### src/rtl/vrc_pkg.sv
package vrc_pkg;
  typedef enum logic [3:0] {
    ST_IDLE, ST_ADDR, ST_ADDR_ACK, ST_PTR, ST_PTR_ACK,
    ST_WDAT, ST_WDAT_ACK, ST_RDAT, ST_RDAT_ACK, ST_WAIT
  } bus_st_t;

  localparam logic [7:0] PTR_ID   = 8'h00;
  localparam logic [7:0] PTR_VMAX = 8'h02;
  localparam logic [7:0] PTR_STAT = 8'h04;
  localparam logic [7:0] PTR_CFG  = 8'h05;
  localparam logic [7:0] PTR_SLEW = 8'h06;
  localparam logic [7:0] PTR_VID  = 8'h07;
  localparam logic [7:0] CFG_WMASK = 8'h8F;
endpackage

### src/rtl/vrc_line_filter.sv
module vrc_line_filter #(
  parameter int FILT_LEN = 4
) (
  input  logic clk,
  input  logic rst,
  input  logic raw_i,
  output logic clean_o
);
  localparam int CW = $clog2(FILT_LEN + 1);
  localparam logic [CW-1:0] CNT_LAST = CW'(FILT_LEN - 1);

  logic [1:0]    sync_q;
  logic [CW-1:0] cnt_q;
  logic          clean_q;

  always_ff @(posedge clk) begin
    if (rst) begin
      sync_q  <= 2'b11;
      cnt_q   <= '0;
      clean_q <= 1'b1;
    end else begin
      sync_q <= {sync_q[0], raw_i};
      if (sync_q[1] == clean_q) begin
        cnt_q <= '0;
      end else if (cnt_q == CNT_LAST) begin
        clean_q <= sync_q[1];
        cnt_q   <= '0;
      end else begin
        cnt_q <= cnt_q + 1'b1;
      end
    end
  end

  assign clean_o = clean_q;
endmodule

### src/rtl/vrc_i2c_engine.sv
module vrc_i2c_engine
  import vrc_pkg::*;
#(
  parameter logic [1:0] DEV_BITS = 2'b00
) (
  input  logic       clk,
  input  logic       rst,
  input  logic       scl_f,
  input  logic       sda_f,
  input  logic       addr_sel_i,
  input  logic [7:0] rd_data_i,
  output logic       sda_oe_o,
  output logic [7:0] ptr_o,
  output logic       wr_stb_o,
  output logic [7:0] wr_data_o,
  output logic       rd_done_o
);
  bus_st_t    state_q;
  logic       scl_q, sda_q;
  logic       start_hi_q;
  logic [3:0] bitcnt_q;
  logic [7:0] shreg_q;
  logic [7:0] ptr_q;
  logic       rw_q, mack_q;
  logic       sda_oe_q, wr_stb_q, rd_done_q;

  logic [6:0] my_addr;
  logic scl_rise, scl_fall, start_det, stop_det;

  assign my_addr   = {4'b0111, DEV_BITS, addr_sel_i};
  assign scl_rise  = scl_f & ~scl_q;
  assign scl_fall  = ~scl_f & scl_q;
  assign start_det = scl_f & scl_q & sda_q & ~sda_f;
  assign stop_det  = scl_f & scl_q & ~sda_q & sda_f;

  always_ff @(posedge clk) begin
    if (rst) begin
      state_q    <= ST_IDLE;
      scl_q      <= 1'b1;
      sda_q      <= 1'b1;
      start_hi_q <= 1'b0;
      bitcnt_q   <= '0;
      shreg_q    <= '0;
      ptr_q      <= '0;
      rw_q       <= 1'b0;
      mack_q     <= 1'b0;
      sda_oe_q   <= 1'b0;
      wr_stb_q   <= 1'b0;
      rd_done_q  <= 1'b0;
    end else begin
      scl_q     <= scl_f;
      sda_q     <= sda_f;
      wr_stb_q  <= 1'b0;
      rd_done_q <= 1'b0;
      if (scl_fall) start_hi_q <= 1'b0;

      if (start_det) begin
        state_q    <= ST_ADDR;
        bitcnt_q   <= '0;
        sda_oe_q   <= 1'b0;
        start_hi_q <= 1'b1;
      end else if (stop_det && !start_hi_q) begin
        state_q  <= ST_IDLE;
        sda_oe_q <= 1'b0;
      end else begin
        case (state_q)
          ST_ADDR, ST_PTR, ST_WDAT: begin
            if (scl_rise) begin
              shreg_q  <= {shreg_q[6:0], sda_f};
              bitcnt_q <= bitcnt_q + 1'b1;
            end else if (scl_fall && bitcnt_q == 4'd8) begin
              bitcnt_q <= '0;
              if (state_q == ST_ADDR) begin
                if (shreg_q[7:1] == my_addr) begin
                  sda_oe_q <= 1'b1;
                  rw_q     <= shreg_q[0];
                  state_q  <= ST_ADDR_ACK;
                end else begin
                  state_q <= ST_WAIT;
                end
              end else if (state_q == ST_PTR) begin
                ptr_q    <= shreg_q;
                sda_oe_q <= 1'b1;
                state_q  <= ST_PTR_ACK;
              end else begin
                sda_oe_q <= 1'b1;
                state_q  <= ST_WDAT_ACK;
              end
            end
          end
          ST_ADDR_ACK: begin
            if (scl_fall) begin
              bitcnt_q <= '0;
              if (rw_q) begin
                shreg_q  <= rd_data_i;
                sda_oe_q <= ~rd_data_i[7];
                state_q  <= ST_RDAT;
              end else begin
                sda_oe_q <= 1'b0;
                state_q  <= ST_PTR;
              end
            end
          end
          ST_PTR_ACK: begin
            if (scl_fall) begin
              sda_oe_q <= 1'b0;
              state_q  <= ST_WDAT;
            end
          end
          ST_WDAT_ACK: begin
            if (scl_fall) begin
              sda_oe_q <= 1'b0;
              wr_stb_q <= 1'b1;
              state_q  <= ST_PTR;
            end
          end
          ST_RDAT: begin
            if (scl_fall) begin
              if (bitcnt_q == 4'd7) begin
                sda_oe_q  <= 1'b0;
                rd_done_q <= 1'b1;
                bitcnt_q  <= '0;
                state_q   <= ST_RDAT_ACK;
              end else begin
                bitcnt_q <= bitcnt_q + 1'b1;
                shreg_q  <= {shreg_q[6:0], 1'b0};
                sda_oe_q <= ~shreg_q[6];
              end
            end
          end
          ST_RDAT_ACK: begin
            if (scl_rise) begin
              mack_q <= ~sda_f;
            end else if (scl_fall) begin
              if (mack_q) begin
                shreg_q  <= rd_data_i;
                sda_oe_q <= ~rd_data_i[7];
                state_q  <= ST_RDAT;
              end else begin
                state_q <= ST_WAIT;
              end
            end
          end
          default: ;
        endcase
      end
    end
  end

  assign sda_oe_o  = sda_oe_q;
  assign ptr_o     = ptr_q;
  assign wr_stb_o  = wr_stb_q;
  assign wr_data_o = shreg_q;
  assign rd_done_o = rd_done_q;

  a_r10_drive_scl_low: assert property (@(posedge clk) disable iff (rst)
    $rose(sda_oe_q) |-> !scl_f);
  a_r2_wr_single_pulse: assert property (@(posedge clk) disable iff (rst)
    wr_stb_q |=> !wr_stb_q);
  a_r4_rd_done_single: assert property (@(posedge clk) disable iff (rst)
    rd_done_q |=> !rd_done_q);
  a_r7_stop_to_idle: assert property (@(posedge clk) disable iff (rst)
    (stop_det && !start_hi_q && !start_det) |=> (state_q == ST_IDLE) && !sda_oe_q);
endmodule

### src/rtl/vrc_reg_bank.sv
module vrc_reg_bank
  import vrc_pkg::*;
#(
  parameter logic [7:0] ID_VALUE = 8'h03,
  parameter logic [6:0] RST_VMAX = 7'h4E,
  parameter logic [7:0] RST_CFG  = 8'h00,
  parameter logic [3:0] RST_SLEW = 4'h0,
  parameter logic [6:0] RST_VID  = 7'h2E
) (
  input  logic       clk,
  input  logic       rst,
  input  logic       wr_stb_i,
  input  logic [7:0] ptr_i,
  input  logic [7:0] wr_data_i,
  input  logic       rd_done_i,
  input  logic       therm_evt_i,
  input  logic       ocur_evt_i,
  input  logic       uv_i,
  input  logic       ov_i,
  output logic [7:0] rd_data_o,
  output logic [6:0] vid_max_o,
  output logic [7:0] cfg_o,
  output logic [3:0] slew_o,
  output logic [6:0] vid_o
);
  logic [6:0] vmax_q, vid_q;
  logic [7:0] cfg_q;
  logic [3:0] slew_q;
  logic       therm_q, ocur_q;
  logic       stat_clr;
  logic [7:0] status;

  assign stat_clr = rd_done_i && (ptr_i == PTR_STAT);
  assign status   = {2'b00, therm_q, uv_i, ov_i, ocur_q, (vid_q > vmax_q), 1'b0};

  always_ff @(posedge clk) begin
    if (rst) begin
      vmax_q  <= RST_VMAX;
      cfg_q   <= RST_CFG & CFG_WMASK;
      slew_q  <= RST_SLEW;
      vid_q   <= RST_VID;
      therm_q <= 1'b0;
      ocur_q  <= 1'b0;
    end else begin
      if (wr_stb_i) begin
        case (ptr_i)
          PTR_VMAX: vmax_q <= wr_data_i[6:0];
          PTR_CFG:  cfg_q  <= wr_data_i & CFG_WMASK;
          PTR_SLEW: slew_q <= wr_data_i[3:0];
          PTR_VID:  vid_q  <= wr_data_i[6:0];
          default: ;
        endcase
      end
      if (therm_evt_i)   therm_q <= 1'b1;
      else if (stat_clr) therm_q <= 1'b0;
      if (ocur_evt_i)    ocur_q  <= 1'b1;
      else if (stat_clr) ocur_q  <= 1'b0;
    end
  end

  always_comb begin
    case (ptr_i)
      PTR_ID:   rd_data_o = ID_VALUE;
      PTR_VMAX: rd_data_o = {1'b0, vmax_q};
      PTR_STAT: rd_data_o = status;
      PTR_CFG:  rd_data_o = cfg_q;
      PTR_SLEW: rd_data_o = {4'b0000, slew_q};
      PTR_VID:  rd_data_o = {1'b0, vid_q};
      default:  rd_data_o = 8'h00;
    endcase
  end

  assign vid_max_o = vmax_q;
  assign cfg_o     = cfg_q;
  assign slew_o    = slew_q;
  assign vid_o     = vid_q;

  a_r6_therm_sticky: assert property (@(posedge clk) disable iff (rst)
    (therm_q && !stat_clr) |=> therm_q);
  a_r6_ocur_clear: assert property (@(posedge clk) disable iff (rst)
    (stat_clr && !ocur_evt_i) |=> !ocur_q);
  a_r2_vid_only_on_write: assert property (@(posedge clk) disable iff (rst)
    !wr_stb_i |=> $stable(vid_q));
  a_r2_vmax_only_on_write: assert property (@(posedge clk) disable iff (rst)
    !wr_stb_i |=> $stable(vmax_q));
endmodule

### src/rtl/vrc_cfg_i2c_target.sv
module vrc_cfg_i2c_target #(
  parameter logic [1:0] DEV_BITS = 2'b00,
  parameter int         FILT_LEN = 4,
  parameter logic [7:0] ID_VALUE = 8'h03,
  parameter logic [6:0] RST_VMAX = 7'h4E,
  parameter logic [7:0] RST_CFG  = 8'h00,
  parameter logic [3:0] RST_SLEW = 4'h0,
  parameter logic [6:0] RST_VID  = 7'h2E
) (
  input  logic       clk,
  input  logic       rst,
  input  logic       scl_i,
  input  logic       sda_i,
  output logic       sda_oe_o,
  input  logic       addr_sel_i,
  input  logic       therm_evt_i,
  input  logic       ocur_evt_i,
  input  logic       uv_i,
  input  logic       ov_i,
  output logic [6:0] vid_max_o,
  output logic [7:0] cfg_o,
  output logic [3:0] slew_o,
  output logic [6:0] vid_o
);
  localparam int NLINES = 2;

  logic [NLINES-1:0] raw_lines, clean_lines;
  logic [7:0] ptr, wr_data, rd_data;
  logic       wr_stb, rd_done;

  assign raw_lines = {sda_i, scl_i};

  for (genvar g = 0; g < NLINES; g++) begin : g_filt
    vrc_line_filter #(.FILT_LEN(FILT_LEN)) u_filt (
      .clk     (clk),
      .rst     (rst),
      .raw_i   (raw_lines[g]),
      .clean_o (clean_lines[g])
    );
  end

  vrc_i2c_engine #(.DEV_BITS(DEV_BITS)) u_engine (
    .clk        (clk),
    .rst        (rst),
    .scl_f      (clean_lines[0]),
    .sda_f      (clean_lines[1]),
    .addr_sel_i (addr_sel_i),
    .rd_data_i  (rd_data),
    .sda_oe_o   (sda_oe_o),
    .ptr_o      (ptr),
    .wr_stb_o   (wr_stb),
    .wr_data_o  (wr_data),
    .rd_done_o  (rd_done)
  );

  vrc_reg_bank #(
    .ID_VALUE (ID_VALUE),
    .RST_VMAX (RST_VMAX),
    .RST_CFG  (RST_CFG),
    .RST_SLEW (RST_SLEW),
    .RST_VID  (RST_VID)
  ) u_regs (
    .clk         (clk),
    .rst         (rst),
    .wr_stb_i    (wr_stb),
    .ptr_i       (ptr),
    .wr_data_i   (wr_data),
    .rd_done_i   (rd_done),
    .therm_evt_i (therm_evt_i),
    .ocur_evt_i  (ocur_evt_i),
    .uv_i        (uv_i),
    .ov_i        (ov_i),
    .rd_data_o   (rd_data),
    .vid_max_o   (vid_max_o),
    .cfg_o       (cfg_o),
    .slew_o      (slew_o),
    .vid_o       (vid_o)
  );
endmodule

### config.mk
export PLATFORM = sky130hd
export DESIGN_NAME = vrc_cfg_i2c_target
export DESIGN_NICKNAME = d
export VERILOG_FILES = /design/src/rtl/vrc_pkg.sv /design/src/rtl/vrc_line_filter.sv /design/src/rtl/vrc_i2c_engine.sv /design/src/rtl/vrc_reg_bank.sv /design/src/rtl/vrc_cfg_i2c_target.sv
export SDC_FILE = /design/constraint.sdc
export NUM_CORES = 1
export LEC_CHECK = 0
export BUFFER_PORTS_ARGS = -buffer_cell sky130_fd_sc_hd__buf_2
export CELL_PAD_IN_SITES_DETAIL_PLACEMENT = 0
export CELL_PAD_IN_SITES_GLOBAL_PLACEMENT = 1
export CORE_UTILIZATION = 49
export DETAILED_ROUTE_END_ITERATION = 12
export GPL_TIMING_DRIVEN = 0
export PLACE_DENSITY_LB_ADDON = 0.1
export SLEW_MARGIN = 30
export SYNTH_ARGS = -nofsm -noshare
export SYNTH_HDL_FRONTEND = slang
export SYNTH_HIERARCHICAL = 1
export SYNTH_SLANG_ARGS = --single-unit
### constraint.sdc
create_clock -name clk -period 5.7 [get_ports clk]
set_input_delay 0.57 -clock clk [delete_from_list [all_inputs] [get_ports clk]]
set_output_delay 0.57 -clock clk [all_outputs]
set_load 0.05 [all_outputs]
==> impl_metrics.json, run 1 <==
{
  "status": "completed",
  "ys_async_sr_fraction_pct": 0,
  "synth_area_um2": 3890,
  "grt_usage_pct": 24.9,
  "intPower_uw": 819,
  "max_freq_mhz": 403,
  "crit_type": "register to register",
  "hp-start": "scl_i",
  "worstHoldPathCells": 2,
  "comb_power_share_pct": 23.1,
  "cts_sinks": 69,
  "avgViaCountPerCell": 5.84,
  "rows": 32,
  "antenna_left": 0,
  "r2r_slack_ns": 3.22,
  "yosysSeqAreaShare_pct": 35.5,
  "path_clk_slew_ns": 0.09,
  "synth_simple_gate_area_share_pct": 27.4,
  "crit_slowest_cell": "nor4b_1",
  "period_share_pct": 43.6,
  "final_hold_viol_count": 0,
  "cts_hold_buf": 0,
  "core_um2": 7690,
  "power.switching_uw": 466,
  "met3_length_um": 545,
  "drt_iter0_drc": 227,
  "start_util_pct": 50.6,
  "grt_pass1_wl_um": 16300,
  "worstPathCellList": "or4_1, buf_6, nor4b_1, o21ai_0, o22ai_1, mux2i_1, a311oi_1",
  "first_pass_iters": 5,
  "dp_hpwl_um": 7160,
  "final_max_slew_viol_count": 0,
  "die_h_um": 91.1,
  "swShare_pct": 36.3,
  "path_delay_family": "simple AND/OR/NAND/NOR gates",
  "muxShareOfSynthArea_pct": 9.62,
  "synthAdderAreaFrac_pct": 4.18,
  "clockRootBuffer": "clkbuf_8",
  "post_cts_buffers": 0,
  "gp_congestion": 0.886,
  "wl_per_cell_um": 16.7,
  "drt_wl_total_um": 9700,
  "cp_num_buf_inv": 1,
  "syn_avg_cell_area_um2": 9.09,
  "hp-class": "primary input to register",
  "boundaryPins": 36,
  "rr_startpoint": "u_engine/ptr_o[5]",
  "synth_flop_cell": "dfxtp_1",
  "layout.nets": 495,
  "syn2layout_area_growth_pct": 12.7,
  "hold_end": "g_filt[0].u_filt/sync_q[0]",
  "rsz0062_at_grt": "false",
  "synth_edf_count": 0,
  "critPathCaptureType": "register",
  "grt_max_degree": 17,
  "fp.dieW_um": 91.1,
  "power.density_nw_per_um2": 293,
  "crit_path_max_fanout": 9,
  "diodes": 0,
  "crit_path_start_kind": "register",
  "tritoncts.num_buffers": 9,
  "synthCells": 428,
  "setup-violations-final": 0,
  "grt_pass1_vias": 3177,
  "htree_levels": 3,
  "final_area_um2": 4380,
  "p_clk_share_pct": 31.6,
  "cts_tree": "yes",
  "dieArea_um2": 8300,
  "gr-total-overflow": 0,
  "wl_met1_um": 4880,
  "synth_top_family_by_area": "simple AND/OR/NAND/NOR gates",
  "yosysWarnings": 6,
  "clock_skew_ns": 0.0126,
  "placed_area_um2": 4180,
  "r2r_end": "u_engine/wr_data_o[1]",
  "cts_resized": 0,
  "num_vias": 3389,
  "dr_wl_met2_um": 4180,
  "clock_latency_ns": 0.35,
  "worstMarginPinSlew_ns": 0.767,
  "cap_violations": 0,
  "top_layer": "met4",
  "peakVddDrop_mv": 0.159,
  "cpPeakStageDelay_ns": 0.61,
  "layout-drive-gt1-share_pct": 21.1,
  "clock_path_buffers": 2,
  "timing.setup.tns_ns": 0,
  "synth-compound-area-share_pct": 16.6,
  "io_buffers": 32,
  "slew_headroom_pct": 48.9,
  "min_period_ns": 2.48,
  "ys_seq_elements": 69,
  "power.share.sequential_pct": 45.3,
  "grt_antenna_before_repair": 0,
  "drt_drc_violations_left": 0,
  "ff2ff_path_depth": 7,
  "synth.distinct_cells": 72,
  "leakagePower_nw": 1.69,
  "cp.required_ns": 5.96,
  "critical_path_arrival_ns": 2.75,
  "synth_xor_area_share_pct": 0.901
}
cell type report:
class	instances	area (um^2)
Fill cell	733	3300
Multi-Input combinational cell	318	2290
Sequential cell	69	1380
Buffer	27	161
Timing Repair Buffer	32	160
Tap cell	102	128
Clock buffer	9	124
Clock inverter	7	76.3
Inverter	16	60.1
flip-flops by register name, indices dropped and copies added, names as in the netlist, 4 cells and up:
signal and count:
u_engine/bitcnt_q 4, u_regs/vid_o 7, u_engine/ptr_o 8, u_engine/wr_data_o 8, g_filt.u_filt/cnt_q 6, u_regs/vid_max_o 7
g_filt.u_filt/sync_q 4, u_regs/cfg_o 5, u_regs/slew_o 4, u_engine/state_q 4
worst max-delay path by stage:
| stage | start | endpoint | slack (ns) | depth (start not counted) |
|---|---|---|---|---|
| finish | u_engine/ptr_o[5] | u_engine/wr_data_o[1] | 3.22 | 7 |
| global route | u_engine/ptr_o[5] | u_engine/wr_data_o[1] | 3.11 | 7 |
| CTS | u_engine/ptr_o[5] | u_engine/wr_data_o[1] | 3.21 | 7 |
| detailed placement | u_engine/ptr_o[5] | u_engine/wr_data_o[1] | 3.25 | 7 |
| global placement | u_engine/ptr_o[5] | u_engine/wr_data_o[1] | 3.25 | 7 |
| floorplan | u_regs/vid_max_o[2] | u_engine/wr_data_o[1] | 3.63 | 8 |
per-stage QoR:
step	total power, mW	cells	hold WS (ns)	worst slack (ns)	utilization, %
finish	1.29	580	0.397	3.22	57.0
global route	1.35	580	0.357	3.11	57.0
CTS	1.29	580	0.375	3.21	57.0
detailed placement	0.883	564	0.394	3.25	54.4
global placement	0.881	564	0.391	3.25	54.4
floorplan	0.802	430	0.389	3.63	-
power groups by stage:
stage	clock, mW	sequential, mW	combinational, mW
floorplan	0	0.565	0.237
global placement	0	0.591	0.290
detailed placement	0	0.590	0.293
CTS	0.420	0.580	0.294
global route	0.445	0.586	0.323
finish	0.407	0.582	0.296
logic make-up (layout without fill, tap and decap cells):
family,Yosys count,after routing
AOI/OAI and AO/OA,87,87
xor gates and xnor gates,4,4
adders and majority gates,13,13
buffers and inverters,43,91
DFF,69,69
muxes,36,36
other,1,3
and+or+nand+nor,175,175
metal layers:
layer | vias up | GRT usage, %
met5 | - | 0
met4 | 0 | 5.82
met3 | 11 | 6.20
met2 | 107 | 37.2
met1 | 1621 | 35.7
li1 | 1650 | -
cell usage after synthesis, types with 5 or more instances:
| cell | count | share of area [%] |
|---|---|---|
| o21ai_0 | 6 | 0.77 |
| buf_2 | 5 | 0.64 |
| nor4_1 | 6 | 0.97 |
| ha_1 | 13 | 4.2 |
| nand2_1 | 19 | 1.8 |
| dfxtp_1 | 69 | 36 |
| or2_2 | 9 | 1.4 |
| buf_4 | 6 | 1.2 |
| nand4_1 | 5 | 0.80 |
| a21oi_1 | 32 | 4.1 |
| a311oi_1 | 9 | 2.0 |
| clkbuf_1 | 11 | 1.1 |
| nand2b_1 | 12 | 1.9 |
| nor2b_1 | 8 | 1.3 |
| nand3_1 | 13 | 1.7 |
| inv_1 | 16 | 1.5 |
| nor3_1 | 14 | 1.8 |
| mux2i_1 | 34 | 8.8 |
| nor2_1 | 48 | 4.6 |
worst reg2reg max path: cells and delay by family (launching register included):
family	cells	cell delay [ns]
simple gates	2	1.15
buf+inv	1	0.18
compound gates	3	0.63
flops	1	0.34
mux	1	0.09
cell usage in the layout, fill, tap and decap left out, drive strengths merged, types with 12 or more instances in the layout:
cell     n
inv     22
nand2b  12
dfxtp   69
nand3   13
nand2   19
nor3    18
nor2    50
mux2i   34
ha      13
buf     47
clkbuf  21
a21oi   32
Power figures use the tool's default switching activity.
==> run 2, diff against run 1 <==
Settings changed: ABC_AREA from default to 1, CORE_UTILIZATION 49 to 38.
Clock period 5.7 ns to 2.1 ns, I/O delays scaled along.
==> impl_metrics.json, run 2 <==
{
  "status": "completed",
  "synth_top_family_by_area": "simple AND/OR/NAND/NOR gates",
  "cap_violations": 0,
  "num_vias": 3661,
  "synth_top_area_share_pct": 35.6,
  "synth_simple_gate_area_share_pct": 39.6,
  "synth_xor_area_share_pct": 0.225,
  "slew_headroom_pct": 59.0,
  "power.density_nw_per_um2": 894,
  "crit_type": "register to register",
  "synth_area_um2": 3880,
  "layout.nets": 654,
  "final_hold_viol_count": 0,
  "dieArea_um2": 10600,
  "die_h_um": 103,
  "crit_slowest_cell": "dfxtp_1",
  "hp-class": "primary input to register",
  "total_power_mw": 3.99,
  "core_um2": 9820,
  "grt_pass1_vias": 3338,
  "clock_path_buffers": 2,
  "path_common_cell": "nand2_1",
  "dp_hpwl_um": 8000,
  "yosysWarnings": 6,
  "synth.area.top_cells": "dfxtp_1 36%, nand2_1 16%, nor2_1 8.0%, inv_1 7.1%, nand3_1 5.3%",
  "rows": 36,
  "fp.dieW_um": 103,
  "synthCells": 587,
  "cts_hold_buf": 0,
  "muxShareOfSynthArea_pct": 0,
  "layout-drive-gt1-share_pct": 17.4,
  "final_max_slew_viol_count": 0,
  "final_common_cell": "nand2_1",
  "grt_max_degree": 18,
  "synth_most_common_cell": "nand2_1",
  "drt_wl_total_um": 10400,
  "cp.required_ns": 2.35,
  "yosysSeqAreaShare_pct": 35.6,
  "cts_resized": 0,
  "tritoncts.num_buffers": 9,
  "worstMarginPinSlew_ns": 0.616,
  "synth_edf_count": 0,
  "grt_antenna_before_repair": 0,
  "placed_area_um2": 4220,
  "period_share_pct": 90.7,
  "drt_drc_violations_left": 0,
  "final_cell_mix": "162 x nand2_1, 83 x nor2_1, 73 x inv_1, 69 x dfxtp_1, 41 x nand3_1",
  "synth.distinct_cells": 32,
  "io_buffers": 32,
  "clockRootBuffer": "clkbuf_8",
  "synth_flop_cell": "dfxtp_1",
  "max_freq_mhz": 525,
  "gp_congestion": 0.879,
  "critPathCaptureType": "register",
  "n_fill_cell": 1090,
  "setup-violations-final": 0,
  "start_util_pct": 39.6,
  "path_clk_slew_ns": 0.09,
  "grt_usage_pct": 20.8,
  "ys_async_sr_fraction_pct": 0,
  "crit_path_max_fanout": 6,
  "rsz0062_at_grt": "false",
  "drt_iter0_drc": 139,
  "grt_pass1_wl_um": 16700,
  "worstPathCellList": "nand2_1, nor2_4, nand2_1, nor3_1, inv_1, nand4_1, nand3_1, nor2_1, nand3_1, nand2_1, nor2_1",
  "boundaryPins": 36,
  "peakVddDrop_mv": 0.515,
  "final_area_um2": 4460,
  "synth-compound-area-share_pct": 9.92,
  "diodes": 0,
  "post_cts_buffers": 0,
  "antenna_left": 0,
  "synth_commonest_cells": "162 x nand2_1, 83 x nor2_1, 73 x inv_1, 69 x dfxtp_1, 41 x nand3_1",
  "synthAdderAreaFrac_pct": 4.19,
  "avgViaCountPerCell": 4.75,
  "cpPeakStageDelay_ns": 0.46,
  "syn2layout_area_growth_pct": 14.9,
  "synth_largest_area_cell": "dfxtp_1",
  "cts_tree": "yes",
  "hold-worst-slack_ns": 0.0352,
  "clock_skew_ns": 0.0172,
  "cts_sinks": 69,
  "syn_avg_cell_area_um2": 6.62,
  "clock_latency_ns": 0.35,
  "first_pass_iters": 5,
  "crit_path_start_kind": "register",
  "critical_path_arrival_ns": 2.15,
  "leakagePower_nw": 2.18,
  "min_period_ns": 1.91,
  "wl_per_cell_um": 13.5,
  "gr-total-overflow": 0,
  "htree_levels": 3,
  "timing.setup.tns_ns": 0,
  "ys_seq_elements": 69
}
run 2: cell types whose count changed after synthesis, sizes merged, moves of 9 or more:
cell / previous run / this run
nand2: 19 / 176
inv: 16 / 78
nor2: 50 / 102
mux2i: 34 / 0
nand3: 13 / 46
o21ai: 7 / 28
nand2b: 12 / 0
nor3: 18 / 6
clkbuf: 12 / 2
a311oi: 9 / 0
run 2: per-stage QoR:
step	util [%]	std cells	setup slack, ns
final	45.5	770	0.194
after global placement	43.0	754	0.243
after floorplan	-	589	0.253
after CTS	45.5	770	0.224
after global routing	45.5	770	0.0435
after detailed placement	43.0	754	0.248
run 2: path summary, 6_finish.rpt:
path / start / endpoint / slack, ns / cells after the start
worst max-delay path: u_engine/ptr_o[0] / u_engine/sda_oe_o / 0.19 / 11
worst min-delay path: scl_i / g_filt[0].u_filt/sync_q[0] / 0.04 / 2
worst max register to register: u_engine/ptr_o[0] / u_engine/sda_oe_o / 0.19 / 11
worst min register to register: g_filt[1].u_filt/cnt_q[0] / g_filt[1].u_filt/cnt_q[0] / 0.42 / 1
run 2: critical path, delay by kind of cell (launching register included):
family                 cells  cell delay, ns
flip-flops                 1            0.46
AND/OR/NAND/NOR           10            1.24
buffers and inverters      1            0.12
run 2: routing by layer:
layer,share of wire [%],wire [um],GRT usage [%],up-vias
li1,-,-,-,1920
met1,46,4760,25.3,1666
met2,50,5180,38.1,69
met3,4.0,421,4.14,6
met4,0.68,71,3.90,0
met5,0,0,0,-
run 2: where the power goes:
group | switching [mW] | total, mW | internal (mW)
sequential | 0.102 | 1.48 | 1.38
clock | 0.562 | 1.36 | 0.796
combinational | 0.779 | 1.15 | 0.372
total | 1.44 | 3.99 | 2.55
run 2: cells by family after synthesis:
group,count (synthesis)
AOI/OAI and AO/OA,71
adders and majority gates,13
other,1
and+or+nand+nor,339
buffers and inverters,93
DFF,69
xor gates and xnor gates,1
run 2: layout make-up:
class                      instances  area [um^2]  share of cell area [%]
clock inverter                     7          121                    2.72
inverter                          80          310                    6.95
clock buffer                       9          124                    2.77
multi-input combinational        427         2110                    47.2
sequential                        69         1380                    30.9
tap                              133          166                    3.73
buffer                            13         92.6                    2.07
timing repair buffer              32          160                    3.59
